File: config.mk
export PLATFORM = sky130hd
export DESIGN_NAME = secprim_ctrl
export DESIGN_NICKNAME = d
export VERILOG_FILES = /design/src/rtl/secprim_pkg.sv /design/src/rtl/secprim_sensor_eval.sv /design/src/rtl/secprim_poll_timer.sv /design/src/rtl/secprim_cfg_pick.sv /design/src/rtl/secprim_ctrl.sv
export SDC_FILE = /design/constraint.sdc
export NUM_CORES = 1
export LEC_CHECK = 0
export BUFFER_PORTS_ARGS = -buffer_cell sky130_fd_sc_hd__buf_2
export CORE_ASPECT_RATIO = 0.9
export CORE_MARGIN = 3
export CORE_UTILIZATION = 40
export CTS_BUF_LIST = sky130_fd_sc_hd__clkbuf_4
export DETAILED_ROUTE_END_ITERATION = 7
export SYNTH_ARGS = -nofsm -noshare
export SYNTH_HDL_FRONTEND = slang
export SYNTH_SLANG_ARGS = --single-unit
File: constraint.sdc
create_clock -name clk -period 1.9 [get_ports clk]
set_input_delay 0.38 -clock clk [delete_from_list [all_inputs] [get_ports clk]]
set_output_delay 0.38 -clock clk [all_outputs]
set_load 0.005 [all_outputs]
File: src/rtl/secprim_pkg.sv
package secprim_pkg;
  typedef enum logic [1:0] {ST_INIT = 2'd0, ST_CONFIG = 2'd1, ST_RUN = 2'd2, ST_STOP = 2'd3} ctrl_state_e;

  localparam logic [1:0] REL_NONE   = 2'd0;
  localparam logic [1:0] REL_PARITY = 2'd1;
  localparam logic [1:0] REL_TMR    = 2'd2;

  localparam logic [1:0] THR_NONE   = 2'd0;
  localparam logic [1:0] THR_HIJACK = 2'd1;
  localparam logic [1:0] THR_DOS    = 2'd2;
  localparam logic [1:0] THR_LEAK   = 2'd3;

  localparam logic [2:0] RA_ALG    = 3'd0;
  localparam logic [2:0] RA_ARCH   = 3'd1;
  localparam logic [2:0] RA_ALLOW  = 3'd2;
  localparam logic [2:0] RA_STATUS = 3'd3;
  localparam logic [2:0] RA_PERIOD = 3'd4;

  // image number = {low_power, mode, reliability}
  function automatic logic [3:0] pick_image(input logic mode, input logic [1:0] rel,
                                            input logic guaranteed, input logic batt_ok,
                                            input logic chan_ok, input logic [1:0] threat);
    logic lp;
    lp = !guaranteed && !(batt_ok && chan_ok);
    case (threat)
      THR_HIJACK: pick_image = {1'b0, 1'b0, REL_PARITY};
      THR_DOS:    pick_image = {1'b0, mode, REL_TMR};
      default:    pick_image = {lp, mode, rel};
    endcase
  endfunction

  function automatic logic [7:0] options_mask(input logic batt_ok, input logic chan_ok);
    options_mask = {1'b0, batt_ok && chan_ok, batt_ok, batt_ok, 1'b1, batt_ok, 1'b1, 1'b1};
  endfunction
endpackage

File: src/rtl/secprim_sensor_eval.sv
module secprim_sensor_eval #(
  parameter int SENS_W   = 8,
  parameter int BATT_THR = 100,
  parameter int CHAN_THR = 100
) (
  input  logic [SENS_W-1:0] batt_level,
  input  logic [SENS_W-1:0] chan_qual,
  output logic              batt_ok,
  output logic              chan_ok,
  output logic [7:0]        allowed
);
  import secprim_pkg::*;
  localparam logic [SENS_W-1:0] BATT_LIM = SENS_W'(BATT_THR);
  localparam logic [SENS_W-1:0] CHAN_LIM = SENS_W'(CHAN_THR);

  always_comb begin
    batt_ok = batt_level >= BATT_LIM;
    chan_ok = chan_qual >= CHAN_LIM;
    allowed = options_mask(batt_ok, chan_ok);
  end
endmodule

File: src/rtl/secprim_poll_timer.sv
module secprim_poll_timer #(
  parameter int CNT_W = 8
) (
  input  logic             clk,
  input  logic             rst_n,
  input  logic             run,
  input  logic             clr,
  input  logic [CNT_W-1:0] period,
  output logic             due
);
  logic [CNT_W-1:0] cnt_q;

  assign due = cnt_q >= period;

  always_ff @(posedge clk or negedge rst_n) begin
    if (!rst_n)            cnt_q <= '0;
    else if (clr || !run)  cnt_q <= '0;
    else if (!due)         cnt_q <= cnt_q + 1'b1;
  end
endmodule

File: src/rtl/secprim_cfg_pick.sv
module secprim_cfg_pick (
  input  logic       mode,
  input  logic [1:0] rel,
  input  logic       guaranteed,
  input  logic       batt_ok,
  input  logic       chan_ok,
  input  logic [1:0] threat,
  output logic [3:0] image
);
  import secprim_pkg::*;
  assign image = pick_image(mode, rel, guaranteed, batt_ok, chan_ok, threat);
endmodule

File: src/rtl/secprim_ctrl.sv
module secprim_ctrl #(
  parameter int SENS_W      = 8,
  parameter int BATT_THR    = 100,
  parameter int CHAN_THR    = 100,
  parameter int POLL_RESET  = 16
) (
  input  logic              clk,
  input  logic              rst_n,
  input  logic              host_wr,
  input  logic [2:0]        host_addr,
  input  logic [7:0]        host_wdata,
  input  logic [2:0]        host_rd_addr,
  output logic [7:0]        host_rdata,
  input  logic [SENS_W-1:0] batt_level,
  input  logic [SENS_W-1:0] chan_qual,
  input  logic [1:0]        threat_kind,
  input  logic              blk_done,
  output logic              cfg_req,
  output logic [3:0]        cfg_sel,
  input  logic              cfg_done,
  output logic              dp_rst,
  output logic              dp_run,
  output logic              io_stall
);
  import secprim_pkg::*;
  localparam int PER_W = 8;

  ctrl_state_e      state_q;
  logic             busy_q, pend_q, cfg_req_q, alg_pend_q;
  logic [3:0]       cfg_sel_q;
  logic [1:0]       threat_q;
  logic [7:0]       allowed_q;
  logic             alg_mode_q, arch_gtd_q;
  logic [1:0]       alg_key_q, arch_rel_q;
  logic [PER_W-1:0] period_q;

  // named internal events
  logic       sec_event, poll_due, poll_fire, batt_ok, chan_ok;
  logic       wr_alg, wr_arch, wr_cmd, wr_per, cmd_go, cmd_stop, cmd_unload;
  logic [7:0] live_mask;
  logic [3:0] pick_img;

  assign wr_alg     = host_wr && host_addr == RA_ALG;
  assign wr_arch    = host_wr && host_addr == RA_ARCH;
  assign wr_cmd     = host_wr && host_addr == RA_STATUS;
  assign wr_per     = host_wr && host_addr == RA_PERIOD;
  assign cmd_go     = wr_cmd && host_wdata[0];
  assign cmd_stop   = wr_cmd && host_wdata[1];
  assign cmd_unload = wr_cmd && host_wdata[2];
  assign sec_event  = threat_kind != threat_q;
  assign poll_fire  = state_q == ST_RUN && poll_due && blk_done;

  secprim_sensor_eval #(.SENS_W(SENS_W), .BATT_THR(BATT_THR), .CHAN_THR(CHAN_THR)) u_sens (
    .batt_level(batt_level), .chan_qual(chan_qual),
    .batt_ok(batt_ok), .chan_ok(chan_ok), .allowed(live_mask));

  secprim_poll_timer #(.CNT_W(PER_W)) u_timer (
    .clk(clk), .rst_n(rst_n), .run(state_q == ST_RUN), .clr(poll_fire),
    .period(period_q), .due(poll_due));

  secprim_cfg_pick u_pick (
    .mode(alg_mode_q), .rel(arch_rel_q), .guaranteed(arch_gtd_q),
    .batt_ok(batt_ok), .chan_ok(chan_ok), .threat(threat_q), .image(pick_img));

  // host-visible settings
  always_ff @(posedge clk or negedge rst_n) begin
    if (!rst_n) begin
      alg_mode_q <= 1'b0; alg_key_q <= 2'd0;
      arch_rel_q <= REL_NONE; arch_gtd_q <= 1'b0;
      period_q   <= PER_W'(POLL_RESET);
      alg_pend_q <= 1'b0;
    end else begin
      if (wr_alg) begin
        alg_mode_q <= host_wdata[0];
        alg_key_q  <= host_wdata[2:1];
      end
      if (wr_arch) begin
        arch_rel_q <= host_wdata[1:0];
        arch_gtd_q <= host_wdata[2];
      end
      if (wr_per) period_q <= host_wdata[PER_W-1:0];
      if (wr_alg)                                   alg_pend_q <= 1'b1;
      else if (state_q == ST_CONFIG && !busy_q)     alg_pend_q <= 1'b0;
    end
  end

  // life-cycle sequencer
  always_ff @(posedge clk or negedge rst_n) begin
    if (!rst_n) begin
      state_q   <= ST_INIT;
      busy_q    <= 1'b0;
      pend_q    <= 1'b0;
      cfg_req_q <= 1'b0;
      cfg_sel_q <= 4'd0;
      threat_q  <= THR_NONE;
      allowed_q <= 8'd0;
    end else begin
      threat_q  <= threat_kind;
      cfg_req_q <= 1'b0;
      unique case (state_q)
        ST_INIT: begin
          allowed_q <= live_mask;
          if (sec_event || alg_pend_q) state_q <= ST_CONFIG;
        end
        ST_CONFIG: begin
          if (!busy_q) begin
            cfg_req_q <= 1'b1;
            cfg_sel_q <= pick_img;
            busy_q    <= 1'b1;
            if (sec_event) pend_q <= 1'b1;
          end else if (cfg_done) begin
            busy_q <= 1'b0;
            pend_q <= 1'b0;
            if (!(pend_q || sec_event)) state_q <= ST_RUN;
          end else if (sec_event) begin
            pend_q <= 1'b1;
          end
        end
        ST_RUN: begin
          if (sec_event)      state_q <= ST_CONFIG;
          else if (cmd_stop)  state_q <= ST_STOP;
          else if (poll_fire) begin
            allowed_q <= live_mask;
            if (pick_img != cfg_sel_q) state_q <= ST_CONFIG;
          end
        end
        ST_STOP: begin
          if (sec_event)       state_q <= ST_CONFIG;
          else if (cmd_go)     state_q <= ST_RUN;
          else if (cmd_unload) state_q <= ST_INIT;
        end
        default: state_q <= ST_INIT;
      endcase
    end
  end

  assign cfg_req  = cfg_req_q;
  assign cfg_sel  = cfg_sel_q;
  assign io_stall = threat_q == THR_LEAK;
  assign dp_rst   = state_q == ST_CONFIG;
  assign dp_run   = state_q == ST_RUN && !io_stall;

  always_comb begin
    case (host_rd_addr)
      RA_ALG:    host_rdata = {5'd0, alg_key_q, alg_mode_q};
      RA_ARCH:   host_rdata = {5'd0, arch_gtd_q, arch_rel_q};
      RA_ALLOW:  host_rdata = allowed_q;
      RA_STATUS: host_rdata = {5'd0, io_stall, state_q};
      RA_PERIOD: host_rdata = period_q;
      default:   host_rdata = 8'd0;
    endcase
  end
endmodule

==> flow_summary.json, run 1 <==
{
  "synth_cell_types": 51,
  "synth_compound_area_share_pct": 19.6,
  "insertion_delay_ns": 0.36,
  "slew_viol_final": 0,
  "worstSetupEndpointType": "register",
  "synth-seq-cells": 37,
  "cts.sinks": 37,
  "cts_root_buf": "clkbuf_4",
  "gp_congestion": 0.793,
  "comb_power_share_pct": 34.2,
  "startpoint_type": "register",
  "place_ws_ns": -0.195,
  "first_pass_iters": 5,
  "synth_top_area_share_pct": 39.8,
  "cts_tree": "done",
  "area_growth_pct": 35.9,
  "net-switching-power_mw": 0.775,
  "die_h_um": 77.3,
  "cts_buffers": 5,
  "rsz0062_at_grt": "true",
  "synthSimpleGateAreaFrac_pct": 17.4,
  "ant_nets": 0,
  "core_area_um2": 5350,
  "htree_levels": 2,
  "num_io_pins": 53,
  "swShare_pct": 34.0,
  "die-area_um2": 6590,
  "fin_crit_ns": 2.06,
  "vias_per_cell": 5.31,
  "antenna_found_initial": 0,
  "io_buffers": 48,
  "clock_skew_ns": 0.0144,
  "fin_ws_ns": -0.156,
  "grt_pass1_wl_um": 9360,
  "critPathKind": "register to register",
  "diodes": 0,
  "fillCellCount": 501,
  "cp.required_ns": 2.14,
  "mostFrequentLayoutCell": "buf_2",
  "placed_area_um2": 2800,
  "grt.total_usage_pct": 17.7,
  "synth_area_leader_cell": "dfrtp_1",
  "outcome": "finished, violations left",
  "syn_nets": 289,
  "synthFlopType": "dfrtp_1",
  "die_w_um": 85.3,
  "synthCells": 240,
  "path_max_fanout": 7,
  "period_share_pct": 108,
  "grt_pass1_vias": 1997,
  "synth_edf_count": 0,
  "synth.area.mux_share_pct": 8.08,
  "fmaxAchievable_ghz": 0.486,
  "worstPathArrival_ns": 2.30,
  "yosys_warnings": 0,
  "path_clk_slew_ns": 0.13,
  "seq_power_share_pct": 46.8,
  "final_area_um2": 3070,
  "power_leakage_nw": 1.42,
  "finalHoldViolCount": 0,
  "fp-row-count": 25,
  "tns_ns": -1.33,
  "slew_headroom_pct": 59.5,
  "ys_async_sr_fraction_pct": 100,
  "synth_fa_ha_area_share_pct": 6.64,
  "violations": "setup timing",
  "first_iter_violations": 151,
  "synth_area_um2": 2260,
  "vias": 2078,
  "ys_seq_area_share_pct": 41.0,
  "setup_viol": 14,
  "gr-total-overflow": 0,
  "hpwlAfterDp_um": 4110,
  "drive_gt1_share_pct": 41.0,
  "wire_per_inst_um": 14.3,
  "wirelength_um": 5580,
  "hold_class": "input port to register",
  "yosys-top-cells-area": "dfrtp_1 40%, ha_1 6.6%, mux2_2 5.0%, o21ai_0 4.4%, a21oi_1 3.3%",
  "intPower_mw": 1.51,
  "peakVddDrop_uv": 455,
  "drcViolationCount": 0,
  "final_cell_mix": "48 x buf_2, 35 x dfrtp_1, 35 x buf_4",
  "powerDensity_nw_per_um2": 743,
  "final_nets": 372,
  "pwr-share-clk_pct": 19.0,
  "grt_max_degree": 38,
  "worst_pin_slew_ns": 0.605,
  "syn_avg_cell_area_um2": 9.42,
  "synth_top_family_by_area": "compound AO/OA/AOI/OAI gates",
  "initial_core_util_pct": 42.3,
  "clk_path_buf_depth": 2,
  "drv_cap": 0,
  "synth-xor-area-share_pct": 2.71
}
-- per-layer routing --
layer  GRT usage [%]  vias up  wire (um)
li1                -     1039          -
met1            25.3      972       2750
met2            25.9       61       2400
met3            4.94        6        379
met4            5.06        0         41
met5               0        -          0
-- flip-flops by register name (all words and copies together) (netlist names) --
| register | count |
|---|---|
| cfg_req | 1 |
| pend_q | 1 |
| arch_gtd_q | 1 |
| threat_q | 2 |
| arch_rel_q | 2 |
| alg_pend_q | 1 |
| cfg_sel | 4 |
| state_q | 2 |
| busy_q | 1 |
| period_q | 8 |
| alg_key_q | 2 |
| allowed_q | 3 |
| alg_mode_q | 1 |
| u_timer.cnt_q | 8 |
-- cell type report --
cell class	count	area (um^2)	share of cell area, %
well taps	67	83.8	2.73
inverters	17	63.8	2.08
clock buffers	6	45.0	1.47
multi-input cells	176	1400	45.5
repair buffers	86	544	17.7
flip-flops and latches	37	928	30.2
clock inverters	2	10.0	0.326
-- metrics by stage --
step / hold slack (ns) / power (mW) / utilization, % / cells
2_1_floorplan: 0.0844 / 1.49 / - / 240
3_3_place_gp: 0.362 / 1.76 / 52.4 / 373
3_5_place_dp: 0.365 / 1.77 / 52.4 / 373
4_1_cts: 0.138 / 2.26 / 55.5 / 387
5_1_grt: 0.126 / 2.47 / 57.4 / 391
6_report: 0.153 / 2.28 / 57.4 / 391
-- critical path: stages (launching register included) --
cell and delay [ns]:
dfstp_2 0.56, inv_2 0.05, ha_4 0.24, nand4_1 0.11, or2_4 0.25, o32a_4 0.37, a221o_1 0.35
-- synthesized netlist by cell type, types with 2 or more instances --
cell	n
o31ai_1	2
nand4_1	3
nor2_1	16
xor2_1	4
clkbuf_1	9
or3_1	6
a31oi_1	2
a21o_1	2
nand3_1	4
o22ai_1	2
o211ai_1	3
a22oi_1	5
mux2_2	10
ha_1	12
o21a_1	3
mux2i_1	7
o21ai_0	20
xnor2_1	3
a21oi_1	15
a221o_1	2
nand2_1	20
inv_1	17
nor3_1	4
nand2b_1	3
nor2b_1	2
dfrtp_1	36
o311a_1	2
nor4_1	3
-- power groups by stage --
| stage | Combinational [mW] | Sequential, mW | Clock [mW] |
|---|---|---|---|
| after floorplan | 0.434 | 1.05 | 0 |
| after global placement | 0.677 | 1.08 | 0 |
| after detailed placement | 0.688 | 1.08 | 0 |
| after CTS | 0.747 | 1.07 | 0.450 |
| after global routing | 0.880 | 1.10 | 0.489 |
| final | 0.780 | 1.07 | 0.433 |
-- what timing repair did --
item	in CTS	in global routing
hold endpoints to repair	36	0
buffers inserted	5	4
gates resized for setup	13	15
hold buffers	1	0
endpoints found under the setup margin	15	16
pin swaps	10	5
-- worst paths after layout --
check                                from                to  cells past startpoint  slack, ns
max in group asynchronous           rst_n       period_q[4]                      3       1.15
max reg2reg                   period_q[4]        state_q[1]                      6      -0.16
min reg2reg                    alg_pend_q        alg_pend_q                      1       0.49
max                           period_q[4]        state_q[1]                      6      -0.16
min                        threat_kind[0]       threat_q[0]                      1       0.15
min in group asynchronous           rst_n  u_timer.cnt_q[7]                      3       0.49
-- logic make-up (layout without fill, tap and decap cells) --
group / after synthesis / in the layout
muxes: 17 / 17
AOI/OAI and AO/OA: 66 / 66
buffers and inverters: 27 / 111
DFF: 37 / 37
xor gates and xnor gates: 7 / 7
and+or+nand+nor: 74 / 74
adders and majority gates: 12 / 12
(Power assumes the default switching activity.)
==> run 2, diff against run 1 <==
--- a/config.mk
+++ b/config.mk
@@ -14,3 +14,4 @@
 export SYNTH_ARGS = -nofsm -noshare
 export SYNTH_HDL_FRONTEND = slang
 export SYNTH_SLANG_ARGS = --single-unit
+export TNS_END_PERCENT = 10
==> flow_summary.json, run 2 (synthesis gave the netlist of run 1 again) <==
{
  "outcome": "finished, violations left",
  "violations": "setup timing",
  "setup_viol": 13,
  "comb_power_share_pct": 32.7,
  "ant_nets": 0,
  "place_ws_ns": -0.243,
  "fin_crit_ns": 2.05,
  "insertion_delay_ns": 0.35,
  "num_io_pins": 53,
  "initial_core_util_pct": 42.3,
  "grt.total_usage_pct": 17.3,
  "clock_skew_ns": 0.0163,
  "path_clk_slew_ns": 0.10,
  "seq_power_share_pct": 47.9,
  "htree_levels": 2,
  "die_w_um": 85.3,
  "final_cell_mix": "48 x buf_2, 34 x dfrtp_1, 30 x buf_4",
  "swShare_pct": 32.8,
  "net-switching-power_mw": 0.730,
  "intPower_mw": 1.49,
  "grt_max_degree": 38,
  "vias_per_cell": 5.27,
  "area_growth_pct": 30.3,
  "power_mw": 2.22,
  "powerDensity_nw_per_um2": 755,
  "power_leakage_nw": 1.38,
  "die_h_um": 77.3,
  "fp-row-count": 25,
  "diodes": 0,
  "clk_path_buf_depth": 2,
  "gr-total-overflow": 0,
  "pwr-share-clk_pct": 19.4,
  "hold_ws_ns": 0.163,
  "hold_class": "input port to register",
  "wire_per_inst_um": 13.9,
  "worstPathArrival_ns": 2.28,
  "core_area_um2": 5350,
  "drcViolationCount": 0,
  "slew_viol_final": 0,
  "critPathKind": "register to register",
  "first_iter_violations": 107,
  "io_buffers": 48,
  "grt_pass1_wl_um": 9140,
  "cts_root_buf": "clkbuf_4",
  "drv_cap": 0,
  "mostFrequentLayoutCell": "buf_2",
  "worst_pin_slew_ns": 0.403,
  "final_nets": 367,
  "antenna_found_initial": 0,
  "fin_ws_ns": -0.149,
  "peakVddDrop_uv": 502,
  "finalHoldViolCount": 0,
  "rsz0062_at_grt": "true",
  "grt_pass1_vias": 1888,
  "wirelength_um": 5360,
  "slew_headroom_pct": 73.0,
  "vias": 2035,
  "cts_tree": "done",
  "period_share_pct": 108,
  "hpwlAfterDp_um": 4110,
  "fmaxAchievable_ghz": 0.488,
  "gp_congestion": 0.871,
  "worstSetupEndpointType": "register",
  "cp.required_ns": 2.13,
  "cts.sinks": 37,
  "drive_gt1_share_pct": 36.7,
  "path_max_fanout": 7,
  "first_pass_iters": 4,
  "die-area_um2": 6590,
  "fillCellCount": 501,
  "cts_buffers": 5,
  "startpoint_type": "register"
}
==> run 2: worst paths after layout <==
check	from	endpoint	slack (ns)	depth (start not counted)
min in group asynchronous	rst_n	u_timer.cnt_q[2]	0.51	3
worst min-delay path	threat_kind[0]	threat_q[0]	0.16	1
worst max-delay path	period_q[4]	allowed_q[5]	-0.15	7
max in group asynchronous	rst_n	period_q[4]	1.13	3
worst min register to register	alg_pend_q	alg_pend_q	0.49	1
worst max register to register	period_q[4]	allowed_q[5]	-0.15	7
==> run 2: cell type report <==
cell class	instances	area, um^2	area share, %
multi-input combinational	176	1310	44.3
clock inverter	1	3.75	0.127
inverter	17	63.8	2.17
timing repair buffer	81	507	17.2
clock buffer	7	52.6	1.78
sequential	37	930	31.5
tap	67	83.8	2.85
==> run 2: worst max-delay path, stage by stage (launching register included) <==
cell and delay [ns]:
dfstp_2 0.55, inv_2 0.05, ha_4 0.24, nand4_1 0.13
or2_4 0.26, o32a_4 0.35, mux2i_1 0.13, a311oi_1 0.24
==> run 2: layer usage <==
layer	part of all wire [%]	routed length, um	track usage [%]
met5	0	0	0
met4	1.8	95	5.85
met1	51	2750	25.8
met2	41	2210	24.6
met3	5.5	297	3.76
==> run 2: what timing repair did <==
action                                  4_1_cts  5_1_grt
hold buffers                                  1        0
pin swaps                                     5        2
endpoints found under the setup margin       15       17
buffers inserted                              3        1
resized for setup                             1       13
hold endpoints to repair                     36        0
==> run 2: power groups by stage <==
stage	Clock [mW]	Sequential, mW	Combinational [mW]
after floorplan	0	1.05	0.434
after global placement	0	1.08	0.685
after detailed placement	0	1.08	0.700
after CTS	0.450	1.07	0.720
after global routing	0.482	1.09	0.819
final	0.430	1.07	0.728
==> run 2: metrics by stage <==
step / utilization [%] / std cells / instance area (um^2) / TNS [ns]
after CTS: 54.1 / 385 / 2900 / -1.49
after detailed placement: 52.4 / 373 / 2800 / -2.20
final: 55.1 / 386 / 2950 / -1.28
after floorplan: - / 240 / 2290 / -0.647
after global placement: 52.4 / 373 / 2800 / -1.75
after global routing: 55.1 / 386 / 2950 / -2.76
==> run 3, diff against run 2 <==
--- a/config.mk
+++ b/config.mk
@@ -13,5 +13,6 @@
 export DETAILED_ROUTE_END_ITERATION = 7
 export SYNTH_ARGS = -nofsm -noshare
 export SYNTH_HDL_FRONTEND = slang
+export SYNTH_HIERARCHICAL = 1
 export SYNTH_SLANG_ARGS = --single-unit
 export TNS_END_PERCENT = 10
==> flow_summary.json, run 3 <==
{
  "outcome": "finished, violations left",
  "violations": "setup timing",
  "hold_class": "input port to register",
  "fin_ws_ns": -0.422,
  "intPower_mw": 1.93,
  "startpoint_type": "register",
  "grt_max_degree": 22,
  "synth_compound_area_share_pct": 14.8,
  "fillCellCount": 528,
  "synthSimpleGateAreaFrac_pct": 12.7,
  "period_share_pct": 122,
  "drcViolationCount": 0,
  "synthCells": 229,
  "core_area_um2": 5820,
  "comb_power_share_pct": 38.4,
  "worstSetupEndpointType": "register",
  "grt_pass1_vias": 2023,
  "powerDensity_nw_per_um2": 878,
  "crit_start": "threat_q[1]",
  "vias_per_cell": 5.12,
  "die_w_um": 88.9,
  "pwr-share-clk_pct": 15.4,
  "area_growth_pct": 31.0,
  "initial_core_util_pct": 42.4,
  "critPathKind": "register to register",
  "wirelength_um": 5690,
  "synth_edf_count": 0,
  "first_pass_iters": 4,
  "hpwlAfterDp_um": 4380,
  "yosys_warnings": 6,
  "final_cell_mix": "48 x buf_2, 41 x dfrtp_1, 34 x buf_4",
  "path_max_fanout": 4,
  "power_leakage_nw": 1.54,
  "ys_seq_area_share_pct": 42.6,
  "io_buffers": 48,
  "synth.most_common_cell": "dfrtp_1",
  "cp.required_ns": 2.13,
  "final_util_pct": 55.6,
  "cts.sinks": 42,
  "antenna_found_initial": 0,
  "setup_viol": 19,
  "gr-total-overflow": 0,
  "timing.rr.end": "state_q[1]",
  "vias": 1973,
  "drv_cap": 0,
  "grt.total_usage_pct": 17.1,
  "insertion_delay_ns": 0.34,
  "first_iter_violations": 59,
  "worstPathArrival_ns": 2.55,
  "synth_cell_types": 52,
  "synth.area.mux_share_pct": 15.4,
  "syn_avg_cell_area_um2": 10.8,
  "wire_per_inst_um": 14.8,
  "seq_power_share_pct": 46.2,
  "r2r-start": "threat_q[1]",
  "yosys-top-cells-area": "dfrtp_1 42%, mux2_2 15%, ha_1 6.1%, a22oi_1 3.3%, buf_4 2.4%",
  "clk_path_buf_depth": 2,
  "synth-xor-area-share_pct": 2.48,
  "ant_nets": 0,
  "num_io_pins": 53,
  "htree_levels": 2,
  "fmaxAchievable_ghz": 0.431,
  "final_nets": 363,
  "synth_top_family_by_area": "multiplexers",
  "synth-seq-cells": 42,
  "drive_gt1_share_pct": 48.3,
  "path_clk_slew_ns": 0.12,
  "fp-row-count": 26,
  "fin_crit_ns": 2.32,
  "r2r_setup_slack_ns": -0.42,
  "critPathCapture": "state_q[1]",
  "die_h_um": 80.6,
  "finalHoldViolCount": 0,
  "synth_commonest_cells": "41 x dfrtp_1, 33 x mux2_2, 15 x inv_1, 12 x ha_1, 11 x a22oi_1",
  "clock_skew_ns": 0.00990,
  "hold_ws_ns": 0.162,
  "diodes": 0,
  "cts_root_buf": "clkbuf_4",
  "die-area_um2": 7160,
  "place_ws_ns": -0.864,
  "rsz0062_at_grt": "true",
  "swShare_pct": 32.0,
  "ys_async_sr_fraction_pct": 100,
  "reg2reg_depth": 7,
  "power_mw": 2.84,
  "net-switching-power_mw": 0.909,
  "synth_fa_ha_area_share_pct": 6.08,
  "synth_area_um2": 2470,
  "synth_top_area_share_pct": 41.5,
  "cts_buffers": 5,
  "synth_area_leader_cell": "dfrtp_1",
  "synthFlopType": "dfrtp_1",
  "mostFrequentLayoutCell": "buf_2",
  "grt_pass1_wl_um": 9500,
  "reg_top3": "allowed_q: 8 flops, period_q: 8 flops, u_timer/cnt_q: 8 flops",
  "slew_viol_final": 0,
  "cts_tree": "done",
  "gp_congestion": 0.770,
  "peakVddDrop_uv": 539
}
==> run 3: worst min path at each step <==
stage	from	slack (ns)	to	cells past startpoint
final	threat_kind[0]	0.16	threat_q[0]	1
after global routing	threat_kind[0]	0.13	threat_q[0]	1
after CTS	threat_kind[0]	0.14	threat_q[0]	1
after detailed placement	rst_n	0.37	allowed_q[3]	1
after global placement	rst_n	0.37	allowed_q[3]	1
after floorplan	rst_n	0.08	alg_key_q[0]	0
==> run 3: logic make-up (layout without fill, tap and decap cells) <==
logic type,count (synthesis),after routing
adder cells (fa/ha/maj),12,12
AO/OA/AOI/OAI,51,51
buffers and inverters,28,112
multiplexers,34,34
other,2,4
XOR/XNOR,7,7
AND/OR/NAND/NOR,53,53
flip-flops,42,42
==> run 3: worst max-delay path, stage by stage, from the launching register on <==
cell       delay (ns)
dfrtp_1          0.45
ha_4             0.32
mux2_4           0.31
xor2_1           0.15
nor4_2           0.38
o2111ai_2        0.19
nand3_1          0.13
mux2_4           0.30
==> run 3: metal layers <==
metal  global-route usage, %  vias up  share of wire [%]
met5                       0        -                  0
li1                        -      997                  -
met3                    3.28        5                3.5
met1                    23.1      931                 48
met4                    4.23        0               0.68
met2                    28.0       40                 48
==> run 3: repair_timing <==
item,CTS,global route
pin swaps,2,7
hold endpoints to repair,18,0
resized for setup,6,17
endpoints found under the setup margin,20,22
buffers inserted,3,1
hold buffers,1,0
==> run 3: power by group through the flow <==
stage | combinational [mW] | clock [mW] | sequential, mW
6_report | 1.09 | 0.437 | 1.31
5_1_grt | 1.21 | 0.508 | 1.35
4_1_cts | 1.06 | 0.462 | 1.31
3_5_place_dp | 1.01 | 0 | 1.33
3_3_place_gp | 1.00 | 0 | 1.33
2_1_floorplan | 0.658 | 0 | 1.28
==> run 3: stage by stage <==
stage	TNS (ns)	area (um^2)	cells
floorplan	-5.94	2500	231
global route	-7.62	3240	385
global placement	-6.23	3030	372
detailed placement	-6.44	3030	372
CTS	-6.75	3150	384
finish	-5.75	3240	385
==> run 3: layout make-up <==
class / instances / area, um^2 / area share (%)
multi-input combinational: 161 / 1410 / 43.4
sequential: 42 / 1050 / 32.5
timing repair buffer: 89 / 582 / 18.0
tap: 70 / 87.6 / 2.71
inverter: 15 / 56.3 / 1.74
clock buffer: 6 / 45.0 / 1.39
clock inverter: 2 / 8.76 / 0.271
